==> src/rtl/strap_seq_pkg.sv <==
package strap_seq_pkg;

    typedef enum logic [2:0] {
        ST_COLD,
        ST_FLOAT,
        ST_PRE,
        ST_HOLD,
        ST_POST,
        ST_RUN
    } seq_state_e;

    typedef struct packed {
        logic strap_oe;
        logic pull_en;
        logic cpu_rst;
        logic cpu_strap_en;
    } pin_ctl_t;

    localparam pin_ctl_t CTL_COLD = '{strap_oe: 1'b0, pull_en: 1'b1,
                                      cpu_rst: 1'b1, cpu_strap_en: 1'b0};

endpackage

==> src/rtl/strap_sync.sv <==
module strap_sync #(
    parameter int WIDTH  = 8,
    parameter int STAGES = 2
) (
    input  logic             clk,
    input  logic [WIDTH-1:0] pin_i,
    output logic [WIDTH-1:0] sync_o
);
    logic [STAGES-1:0][WIDTH-1:0] chain_d, chain_q;

    always_comb begin
        chain_d[0] = pin_i;
        for (int k = 1; k < STAGES; k++) begin
            chain_d[k] = chain_q[k-1];
        end
    end

    always_ff @(posedge clk) begin
        chain_q <= chain_d;
    end

    assign sync_o = chain_q[STAGES-1];

endmodule

==> src/rtl/strap_capture_reg.sv <==
module strap_capture_reg #(
    parameter int WIDTH = 8
) (
    input  logic             clk,
    input  logic             cold_rst,
    input  logic             load_i,
    input  logic [WIDTH-1:0] d_i,
    output logic [WIDTH-1:0] q_o,
    output logic             valid_o
);
    typedef struct packed {
        logic [WIDTH-1:0] val;
        logic             valid;
    } cap_t;

    cap_t r_q, r_d;

    always_comb begin
        r_d = r_q;
        if (load_i) begin
            r_d.val   = d_i;
            r_d.valid = 1'b1;
        end
    end

    always_ff @(posedge clk) begin
        if (cold_rst) begin
            r_q <= '0;
        end else begin
            r_q <= r_d;
        end
    end

    assign q_o     = r_q.val;
    assign valid_o = r_q.valid;

    // once valid, held until the next cold reset
    a_r7_hold_value: assert property (@(posedge clk) disable iff (cold_rst)
        (valid_o && !load_i) |=> ($stable(q_o) && valid_o));

    // a load always leaves the register valid
    a_r2_load_valid: assert property (@(posedge clk) disable iff (cold_rst)
        load_i |=> valid_o);

endmodule

==> src/rtl/strap_seq_fsm.sv <==
module strap_seq_fsm
    import strap_seq_pkg::*;
#(
    parameter int FLOAT_CLKS = 4,
    parameter int PRE_CLKS   = 6,
    parameter int POST_CLKS  = 4
) (
    input  logic     clk,
    input  logic     cold_rst,
    input  logic     periph_rst,
    output logic     cap_load_o,
    output pin_ctl_t ctl_o
);
    localparam int MAXC = (FLOAT_CLKS > PRE_CLKS)
                        ? ((FLOAT_CLKS > POST_CLKS) ? FLOAT_CLKS : POST_CLKS)
                        : ((PRE_CLKS > POST_CLKS) ? PRE_CLKS : POST_CLKS);
    localparam int CW = $clog2(MAXC + 1);

    typedef logic [CW-1:0] cnt_t;

    localparam cnt_t FLOAT_LD = cnt_t'(FLOAT_CLKS - 1);
    localparam cnt_t PRE_LD   = cnt_t'(PRE_CLKS - 1);
    localparam cnt_t POST_LD  = cnt_t'(POST_CLKS - 1);

    typedef struct packed {
        seq_state_e st;
        cnt_t       cnt;
        pin_ctl_t   ctl;
    } fsm_t;

    fsm_t r_q, r_d;

    always_comb begin
        r_d        = r_q;
        cap_load_o = 1'b0;
        case (r_q.st)
            ST_COLD: begin
                cap_load_o      = 1'b1;
                r_d.st          = ST_FLOAT;
                r_d.cnt         = FLOAT_LD;
                r_d.ctl.pull_en = 1'b0;
            end
            ST_FLOAT: begin
                if (r_q.cnt == '0) begin
                    r_d.st               = ST_PRE;
                    r_d.cnt              = PRE_LD;
                    r_d.ctl.strap_oe     = 1'b1;
                    r_d.ctl.cpu_strap_en = 1'b1;
                end else begin
                    r_d.cnt = r_q.cnt - 1'b1;
                end
            end
            ST_PRE: begin
                if (r_q.cnt == '0) begin
                    r_d.st          = ST_POST;
                    r_d.cnt         = POST_LD;
                    r_d.ctl.cpu_rst = 1'b0;
                end else begin
                    r_d.cnt = r_q.cnt - 1'b1;
                end
            end
            ST_POST: begin
                if (r_q.cnt == '0) begin
                    r_d.st               = ST_RUN;
                    r_d.ctl.cpu_strap_en = 1'b0;
                end else begin
                    r_d.cnt = r_q.cnt - 1'b1;
                end
            end
            ST_HOLD: begin
                if (!periph_rst) begin
                    r_d.st  = ST_PRE;
                    r_d.cnt = PRE_LD;
                end
            end
            default: begin
            end
        endcase

        if (periph_rst && (r_q.st == ST_PRE || r_q.st == ST_POST ||
                           r_q.st == ST_RUN)) begin
            r_d.st               = ST_HOLD;
            r_d.cnt              = '0;
            r_d.ctl.cpu_rst      = 1'b1;
            r_d.ctl.cpu_strap_en = 1'b1;
        end
    end

    always_ff @(posedge clk) begin
        if (cold_rst) begin
            r_q.st  <= ST_COLD;
            r_q.cnt <= '0;
            r_q.ctl <= CTL_COLD;
        end else begin
            r_q <= r_d;
        end
    end

    assign ctl_o = r_q.ctl;

    // processor straps already active on the edge before reset release
    a_r5_strap_lead: assert property (@(posedge clk) disable iff (cold_rst)
        $fell(ctl_o.cpu_rst) |-> (ctl_o.cpu_strap_en && $past(ctl_o.cpu_strap_en)));

    // strap release only after the processor reset is gone
    a_r6_release_after: assert property (@(posedge clk) disable iff (cold_rst)
        $fell(ctl_o.cpu_strap_en) |-> (!ctl_o.cpu_rst && !$past(ctl_o.cpu_rst)));

    // pull paths and pin drivers never on together
    a_r4_pull_vs_drive: assert property (@(posedge clk) disable iff (cold_rst)
        ctl_o.pull_en |-> !ctl_o.strap_oe);

    // pin drivers stay on once enabled
    a_r7_oe_sticky: assert property (@(posedge clk) disable iff (cold_rst)
        ctl_o.strap_oe |=> ctl_o.strap_oe);

    // pins driven only once the pull paths are gone
    a_r3_no_early_drive: assert property (@(posedge clk) disable iff (cold_rst)
        $rose(ctl_o.strap_oe) |-> !$past(ctl_o.pull_en));

endmodule

==> src/rtl/strap_capture_seq.sv <==
module strap_capture_seq
    import strap_seq_pkg::*;
#(
    parameter int STRAP_W    = 8,
    parameter int SYNC_STG   = 2,
    parameter int FLOAT_CLKS = 4,
    parameter int PRE_CLKS   = 6,
    parameter int POST_CLKS  = 4
) (
    input  logic               clk,
    input  logic               cold_rst,
    input  logic               periph_rst,
    input  logic               suspend,
    input  logic [STRAP_W-1:0] strap_pin_i,
    output logic               strap_oe_o,
    output logic               strap_pull_en_o,
    output logic [STRAP_W-1:0] strap_val_o,
    output logic               strap_valid_o,
    output logic               cpu_rst_o,
    output logic               cpu_strap_en_o
);
    logic [STRAP_W-1:0] pin_sync;
    logic               cap_load;
    pin_ctl_t           ctl;

    strap_sync #(.WIDTH(STRAP_W), .STAGES(SYNC_STG)) u_sync (
        .clk    (clk),
        .pin_i  (strap_pin_i),
        .sync_o (pin_sync)
    );

    strap_seq_fsm #(
        .FLOAT_CLKS (FLOAT_CLKS),
        .PRE_CLKS   (PRE_CLKS),
        .POST_CLKS  (POST_CLKS)
    ) u_fsm (
        .clk        (clk),
        .cold_rst   (cold_rst),
        .periph_rst (periph_rst),
        .cap_load_o (cap_load),
        .ctl_o      (ctl)
    );

    strap_capture_reg #(.WIDTH(STRAP_W)) u_cap (
        .clk      (clk),
        .cold_rst (cold_rst),
        .load_i   (cap_load && !cold_rst),
        .d_i      (pin_sync),
        .q_o      (strap_val_o),
        .valid_o  (strap_valid_o)
    );

    assign strap_oe_o      = ctl.strap_oe;
    assign strap_pull_en_o = ctl.pull_en;
    assign cpu_rst_o       = ctl.cpu_rst;
    assign cpu_strap_en_o  = ctl.cpu_strap_en;

    // lines stay driven while suspended once the processor runs
    a_r9_drive_in_suspend: assert property (@(posedge clk) disable iff (cold_rst)
        (suspend && !cpu_rst_o) |-> strap_oe_o);

    // cold reset forces the safe pin state on the next edge
    a_r1_cold_state: assert property (@(posedge clk)
        cold_rst |=> (strap_pull_en_o && !strap_oe_o && cpu_rst_o && !strap_valid_o));

endmodule

==> config.mk <==
export PLATFORM = sky130hd
export DESIGN_NAME = strap_capture_seq
export DESIGN_NICKNAME = d
export VERILOG_FILES = /design/src/rtl/strap_seq_pkg.sv /design/src/rtl/strap_sync.sv /design/src/rtl/strap_capture_reg.sv /design/src/rtl/strap_seq_fsm.sv /design/src/rtl/strap_capture_seq.sv
export SDC_FILE = /design/constraint.sdc
export NUM_CORES = 1
export LEC_CHECK = 0
export ABC_AREA = 1
export CAP_MARGIN = 0
export CORE_ASPECT_RATIO = 1.75
export CORE_MARGIN = 2
export CORE_UTILIZATION = 55
export DETAILED_ROUTE_END_ITERATION = 10
export DONT_BUFFER_PORTS = 1
export GPL_ROUTABILITY_DRIVEN = 0
export PLACE_DENSITY = 0.8
export SYNTH_ARGS = -nofsm -noshare
export SYNTH_HDL_FRONTEND = slang
export SYNTH_SLANG_ARGS = --single-unit
export TNS_END_PERCENT = 20
==> constraint.sdc <==
create_clock -name clk -period 1.7 [get_ports clk]
set_input_delay 0.34 -clock clk [delete_from_list [all_inputs] [get_ports clk]]
set_output_delay 0.34 -clock clk [all_outputs]
set_load 0.005 [all_outputs]
* After elaboration in Yosys (flattened, before gate mapping)
Cells that the tools add are included.
Widths: inputs -> output; s select.
** Cells by class
- $add $sub $neg :: 1
- Multiply operators :: 0
- Divide/modulo/power cells :: 0
- Order comparisons :: 0
- Eq/ne operators :: 14
- Shift-type cells :: 0
- Mux-type cells :: 14
- Bitwise gates (word level) :: 0
- Reductions and logical operators :: 17
** Operators by type and width (number)
- $pmux 6 s5 :: 1
- $mux 3 :: 6
- $reduce_and 5->1 :: 2
- $ne 3x2->1 const B :: 3
- $eq 3x2->1 const B :: 2
- $eq 3x3->1 const B :: 2
- $logic_not 3->1 :: 2
- $mux 6 :: 1
- $ne 2x1->1 const B :: 3
- $reduce_and 3->1 :: 2
- $reduce_bool 6->1 :: 1
- $mux 5 :: 1
- $reduce_bool 5->1 :: 1
- $mux 1 :: 4
- $ne 2x2->1 const B :: 2
- $reduce_and 2->1 :: 2
- $eq 3x1->1 const B :: 1
- $ne 3x1->1 const B :: 1
- $reduce_bool 3->1 :: 1
- $sub 3x1->3 const B :: 1
- $logic_and 1x1->1 :: 2
- $logic_or 1x1->1 :: 2
- $pmux 1 s2 :: 1
- $reduce_or 2->1 :: 1
- $logic_not 1->1 :: 1
** Storage, ports and cells
- Bits in registers :: 35
- Bits in latches :: 0
- Bits in writable memories :: 0
- Bits in read-only memories :: 0
- Output and inout port bits :: 13
- Logic and storage cells :: 57
- Memories :: 0

* Logic depth before layout (Yosys ltp)
Gate-level depths: netlist of the first run.
- Depth after elaboration :: 6
- Depth in mapped cells :: 10

* Hierarchy
A second synthesis of the first run with hierarchy kept.
** Second synthesis, totals
- Cell total of the unflattened synthesis :: 165
- Area total of the unflattened synthesis :: 1322.5 um^2
** Modules (own cells, without submodules)
- strap_seq_fsm :: instances 1, cells an instance 93, area each 623.1 um^2, seq. area each 200.2 um^2
- strap_capture_reg :: instances 1, cells an instance 54, area each 369.1 um^2, seq. area each 180.2 um^2
- strap_sync :: instances 1, cells an instance 16, area each 320.3 um^2, seq. area each 320.3 um^2
- strap_capture_seq :: instances 1, cells an instance 2, area each 10.0 um^2, seq. area each 0.0 um^2

* Least setup slack after synthesis of the first run
Ideal clock, no wire load.
- Kind :: register -> register
- Start point :: reg u_fsm.r_q[4] in the netlist's numbering
- End point :: reg u_fsm.r_q[8] in the netlist's numbering
- Arrival time :: 1.121 ns
- Required time :: 1.587 ns
- Slack :: 0.466 ns
- Stages on the path, launching flop included :: 11
- Buffers on the path :: 0
- Cells stage by stage :: dfxtp_1 > inv_1 > ha_1 > nand2_1 > nand3_1 > nand2_1 > nand2_1 > nand2_1 > nand2_1 > nand2_1 > nor2_1
** On the way
- Longest elaborated chain between the ends :: 3
** Ends and longest elaborated chain
- start, declared :: RTL line strap_seq_fsm.sv:31 : fsm_t r_q, r_d;
- start signal, assigned :: RTL line strap_seq_fsm.sv:95 : r_q <= r_d;
- $logic_not 3->1 * :: RTL line strap_seq_fsm.sv:44, strap_seq_fsm.sv:54, strap_seq_fsm.sv:63
- $ne 3x2->1 (no source line) / $ne 3x1->1 (equally long branches)
- $reduce_and 5->1 (no source line) *
Mark *: on every way between the ends. The rest lies on a longest branch, timed or not.
A chain may end at the register's enable or synchronous reset.

* Worst setup path in the final report of the first run
Same ends and word-level chain as after synthesis.

==> results of run 1 <==
## state kept, by name, summed over array words and instances (netlist names)
signal and flops:
u_cap.q_o 8, u_sync.sync_o 8, u_cap.valid_o 1, u_fsm.ctl_o 4
u_sync.chain_d 8, u_fsm.r_q 6
## placed cells by master, fill, tap and decap left out
cell type  Yosys  final
nor2_2         4      4
o21ai_0       13     13
dfxtp_1       35     35
inv_2          4      4
nand4_1        2      2
nor2_4         1      1
ha_1           2      2
a21oi_1        3      3
nand3b_1       1      1
nand2_2        3      3
nand2_1       33     33
nand3_1        4      4
a41oi_1        1      1
nor2_1        37     37
o21a_1         1      1
clkbuf_8       0      7
buf_4          0      2
a21oi_2        1      1
nand3_2        2      2
inv_1         13     13
clkbuf_1       1      1
## worst max-delay path: stages (launching register included)
cell     delay, ns
dfxtp_1       0.33
inv_1         0.08
ha_1          0.21
nand2_1       0.21
nand3_1       0.14
nand2_1       0.09
nand2_1       0.06
nand2_1       0.07
nand2_1       0.05
nand2_1       0.05
nor2_1        0.04
## power by group
part | total, W | internal, W | switching (W)
Sequential | 0.00118 | 0.00103 | 0.000156
Combinational | 0.00105 | 0.000375 | 0.000677
Clock | 0.000636 | 0.000369 | 0.000267
## layout make-up
type,instances,share of cell area [%]
flip-flops and latches,35,49.4
multi-input cells,108,35.8
clock buffers,8,7.05
inverters,17,4.50
well taps,25,2.20
repair buffers,2,1.06
## routing by layer
metal | vias up | track usage (%)
li1 | 518 | -
met1 | 466 | 20.7
met2 | 37 | 35.5
met3 | 8 | 8.22
met4 | 0 | 13.8
met5 | - | 0
## final timing paths
kind / startpoint / to / depth (start not counted)
setup / recovery: u_fsm.r_q[4] / u_fsm.r_q[8] / 10
hold / removal: strap_pin_i[3] / u_sync.chain_d[11] / 0
setup reg to reg: u_fsm.r_q[4] / u_fsm.r_q[8] / 10
hold reg to reg: u_sync.chain_d[10] / u_sync.sync_o[2] / 0
## per-stage QoR
| step | hold WS (ns) | power (W) | cell area (um2) |
|---|---|---|---|
| after global placement | 0.310 | 0.00221 | 1320 |
| after floorplan | 0.310 | 0.00198 | 1280 |
| after global routing | 0.0633 | 0.00313 | 1420 |
| after CTS | 0.0715 | 0.00290 | 1420 |
| after detailed placement | 0.312 | 0.00226 | 1320 |
| final | 0.0799 | 0.00287 | 1420 |
## kinds of logic after synthesis
| logic type | synth area share (%) |
|---|---|
| AO/OA/AOI/OAI | 8.24 |
| buffers and inverters | 5.29 |
| adder cells (fa/ha/maj) | 1.96 |
| flip-flops | 54.9 |
| AND/OR/NAND/NOR | 29.6 |
==> reports/summary.txt, run 1 <==
status = completed
Pleak = 0.685 nW
critical setup path kind = reg2reg
Clock Tree Buf Depth = 2
Post-CTS Setup Inserts = 0
EDFF count, synth = 0
Worst VDD drop = 1380 uV
GRT overflow = 0
clock skew = 0.0107 ns
worst-skew pair later-pin latency = 0.28 ns
register area = 701 um2
root buf cell = clkbuf_8
RSZ-0062 raised after global routing = false
mapped cell area = 1280 um2
Metal-1 WL = 890 um
# diodes = 0
starting density of the core = 56.9%
total negative setup slack = 0 ns
routed vias = 1029
final period utilization = 85.1%
Tot GR Track Use = 21.5%
final cell count without fillers = 195
pre-CTS setup slack = 0.252 ns
number of CTS-inserted buffers = 5
Fill cells = 193
synth warn = 0
DP HPWL = 1730 um
setup ws final = 0.253 ns
Setup crit end kind = flip-flop
max cap viols = 0
Setup-failing EPs final = 0
WL final = 2320 um
vias per cell = 5.28
Yosys top cell area share = 54.9%
most common cell in the netlist = nor2_1
cts hold-fix bufs = 0
first-pass GRT wire length = 3930 um
final hold violation count = 0
drt pass-1 iters = 4
CTS tree = built
largest net degree at the start of global routing = 13
prevailing post-synth register cell = dfxtp_1
ys async rst share = 0%
Reg2Reg Setup Slack = 0.25 ns
fraction of layout cells with a size suffix above 1 = 14.1%
Mean Syn Cell Area = 7.93 um2
number of antenna violations at the first check in global routing = 0
Post-Syn Nets = 175
crit path DAT = 1.63 ns
multi-input combinational cell area = 508 um2
Crit Path Max Fanout = 7
Syn Inst Count = 161
die area = 2740 um2
I/O Buffers = 0
Row Count = 23
I/O pin total = 25
final net count = 183
fmax = 0.691 GHz
Final Core Density = 63.2%
height of the die = 67.7 um
register bit total from synthesis = 35
Top Layer Used = met4
Slew HR = 78.9%
Seq/Total Area, Yosys = 54.9%
drc violations = 0
vias in the first global route = 989
CTS sink count = 35
area leader, netlist = dfxtp_1
ANT nets after route = 0
post_cts resized = 0
Clk pin slew, worst setup/hold paths = 0.07 ns
core footprint = 2240 um2
metal3 WL = 141 um
Chip Width = 40.4 um
WL per Instance = 11.9 um
Yosys cell types = 19
crit start category = flip-flop
Tmin final = 1.45 ns
H-tree Lvls = 2
Post-synth top cells = 37 x nor2_1, 35 x dfxtp_1, 33 x nand2_1
Met2 Wirelength = 1210 um
Layout area overhead = 11.2%
top cells by area, synth = dfxtp_1 55%, nor2_1 11%, nand2_1 9.7%, o21ai_0 5.1%, inv_1 3.8%
Worst Max-Slew Pin Slew = 0.316 ns
Inst Count DP = 187
Worst Hold Class = in2reg
Slew Viols, Final = 0
Iteration-0 DRC Markers = 37
worst path required time = 1.88 ns
P per Cell Area = 2020 nW/um2
Note: power is estimated with default switching activity, not from simulation.
==> run 2: changes to the inputs <==
Settings changed: ABC_AREA 1 to default.
==> reports/summary.txt, run 2 <==
status = completed
crit path DAT = 1.77 ns
Pleak = 0.581 nW
vias per cell = 5.96
launching point of the worst reg2reg path = u_fsm.r_q[4]
Yosys cell types = 38
final net count = 162
cts hold-fix bufs = 0
Sw Share = 30.2%
Seq/Total Area, Yosys = 52.7%
critical path's largest stage delay = 0.35 ns
Critical Path Start = u_fsm.r_q[4]
CTS tree = built
most frequent cells in the layout = 35 x dfxtp_1, 23 x nand2_1, 14 x a21oi_1, 8 x nor2_1, 8 x buf_4
Tot GR Track Use = 23.9%
Seq pwr share = 50.1%
Worst Hold Class = in2reg
starting density of the core = 57.8%
mapped cell area = 1330 um2
drc violations = 0
Layout area overhead = 9.12%
Crit path depth = 7
worst r2r dst = u_fsm.r_q[5]
Post-CTS Setup Inserts = 0
critical setup path kind = reg2reg
top cells by area, synth = dfxtp_1 53%, nand2_1 6.5%, a21oi_1 5.3%, o21ai_0 2.3%, nor2_1 2.3%
Syn Inst Count = 143
drt pass-1 iters = 4
# diodes = 0
Clk pin slew, worst setup/hold paths = 0.07 ns
P per Cell Area = 1360 nW/um2
ys async rst share = 0%
Crit Path Max Fanout = 4
RSZ-0062 raised after global routing = false
I/O pin total = 25
Worst VDD drop = 959 uV
final hold violation count = 0
P_sw = 0.000596 W
die area = 2840 um2
Setup-failing EPs final = 0
worst-skew pair later-pin latency = 0.29 ns
clock skew = 0.00885 ns
routed vias = 1037
crit path to = u_fsm.r_q[5]
Buf/Inv on CP = 2
register area = 701 um2
max cap viols = 0
worst-path cell chain = inv_1, ha_1, nor2b_1, buf_4, a2bb2oi_1, o22ai_1, o211a_1
Setup crit end kind = flip-flop
total negative setup slack = 0 ns
Tmin final = 1.58 ns
Clock power frac = 29.1%
Top delay family on crit path = compound AO/OA/AOI/OAI gates
Chip Width = 41.2 um
fmax = 0.631 GHz
number of CTS-inserted buffers = 5
Row Count = 23
vias in the first global route = 1047
Reg2Reg Depth = 7
most common cell in the netlist = dfxtp_1
DP HPWL = 1910 um
EDFF count, synth = 0
synth warn = 0
crit start category = flip-flop
prevailing post-synth register cell = dfxtp_1
final period utilization = 93.2%
fraction of layout cells with a size suffix above 1 = 12.8%
Worst Max-Slew Pin Slew = 0.566 ns
Slew Viols, Final = 0
largest net degree at the start of global routing = 17
Yosys top cell area share = 52.7%
worst path required time = 1.88 ns
GRT overflow = 0
multi-input combinational cell area = 556 um2
CTS sink count = 35
area leader, netlist = dfxtp_1
height of the die = 69.1 um
WL final = 2800 um
I/O Buffers = 0
WL per Instance = 16.1 um
Iteration-0 DRC Markers = 19
number of antenna violations at the first check in global routing = 0
ANT nets after route = 0
core footprint = 2300 um2
Internal = 0.00137 W
Final Core Density = 63.0%
Fill cells = 203
register bit total from synthesis = 35
post_cts resized = 0
most common cell after layout, fill and taps aside = dfxtp_1
H-tree Lvls = 2
Reg2Reg Setup Slack = 0.12 ns
root buf cell = clkbuf_8
Post-synth top cells = 35 x dfxtp_1, 23 x nand2_1, 14 x a21oi_1
first-pass GRT wire length = 4520 um
Clock Tree Buf Depth = 2
slowest stage cell, crit path = dfxtp_1
Slew HR = 62.2%
Post-Syn Nets = 157
Comb pwr share = 20.8%
Mean Syn Cell Area = 9.30 um2
==> run 2: changes by cell type after synthesis, moves of 4 or more <==
cell     before  now
nor2_1       37    8
a21oi_1       3   14
nand2_1      33   23
inv_1        13    5
o21ai_0      13    6
buf_2         0    5
inv_2         4    0
nor2_2        4    0
==> run 2: how the worst min path moves through the flow <==
stage | start | to | slack (ns) | cells past startpoint
after CTS | strap_pin_i[0] | u_sync.chain_d[8] | 0.06 | 0
final | strap_pin_i[0] | u_sync.chain_d[8] | 0.07 | 0
after global routing | strap_pin_i[0] | u_sync.chain_d[8] | 0.06 | 0
after floorplan | u_sync.chain_d[8] | u_sync.sync_o[0] | 0.31 | 0
after detailed placement | u_sync.chain_d[9] | u_sync.sync_o[1] | 0.31 | 0
after global placement | u_sync.chain_d[14] | u_sync.sync_o[6] | 0.31 | 0
==> run 2: area by class of cell <==
cell class / instances / area share (%)
multi-input combinational: 93 / 38.3
inverter: 5 / 1.29
tap: 25 / 2.16
clock inverter: 2 / 0.862
sequential: 35 / 48.3
clock buffer: 6 / 5.00
timing repair buffer: 8 / 4.14
==> run 2: per-stage QoR <==
step           setup WS, ns  cell area [um2]  instances  power (W)  hold WS [ns]
2_1_floorplan         0.273             1330        143    0.00130         0.310
3_3_place_gp          0.215             1370        166    0.00137         0.311
3_5_place_dp          0.142             1370        166    0.00140         0.314
4_1_cts               0.126             1450        174    0.00198        0.0647
5_1_grt              0.0224             1450        174    0.00208        0.0567
6_report              0.116             1450        174    0.00197        0.0741
==> run 2: cell families (layout without fill, tap and decap cells) <==
group,Yosys count,after routing,share of synthesized area (%)
and+or+nand+nor,49,49,18.3
adders and majority gates,2,2,1.88
xor gates and xnor gates,1,1,0.659
AOI/OAI and AO/OA,41,41,20.9
buffers and inverters,15,21,5.55
DFF,35,35,52.7
==> run 2: power by group through the flow <==
stage / Combinational (W) / Clock, W / Sequential (W)
after floorplan: 0.000330 / 0 / 0.000966
after global placement: 0.000377 / 0 / 0.000997
after detailed placement: 0.000400 / 0 / 0.00100
after CTS: 0.000405 / 0.000591 / 0.000986
after global routing: 0.000459 / 0.000628 / 0.000996
final: 0.000409 / 0.000574 / 0.000987
==> run 2: worst register-to-register path: stages (launching register included) <==
cell,delay [ns]
dfxtp_1,0.35
inv_1,0.08
ha_1,0.24
nor2b_1,0.18
buf_4,0.16
a2bb2oi_1,0.16
o22ai_1,0.10
o211a_1,0.20
==> run 2: routing by layer <==
metal  share of wire [%]  wire, um  vias up  track usage, %
li1                    -         -      498               -
met1                  37      1020      487            24.4
met2                  54      1520       44            37.3
met3                 5.9       165        8            7.07
met4                 3.4        95        0            17.6
met5                   0         0        -               0
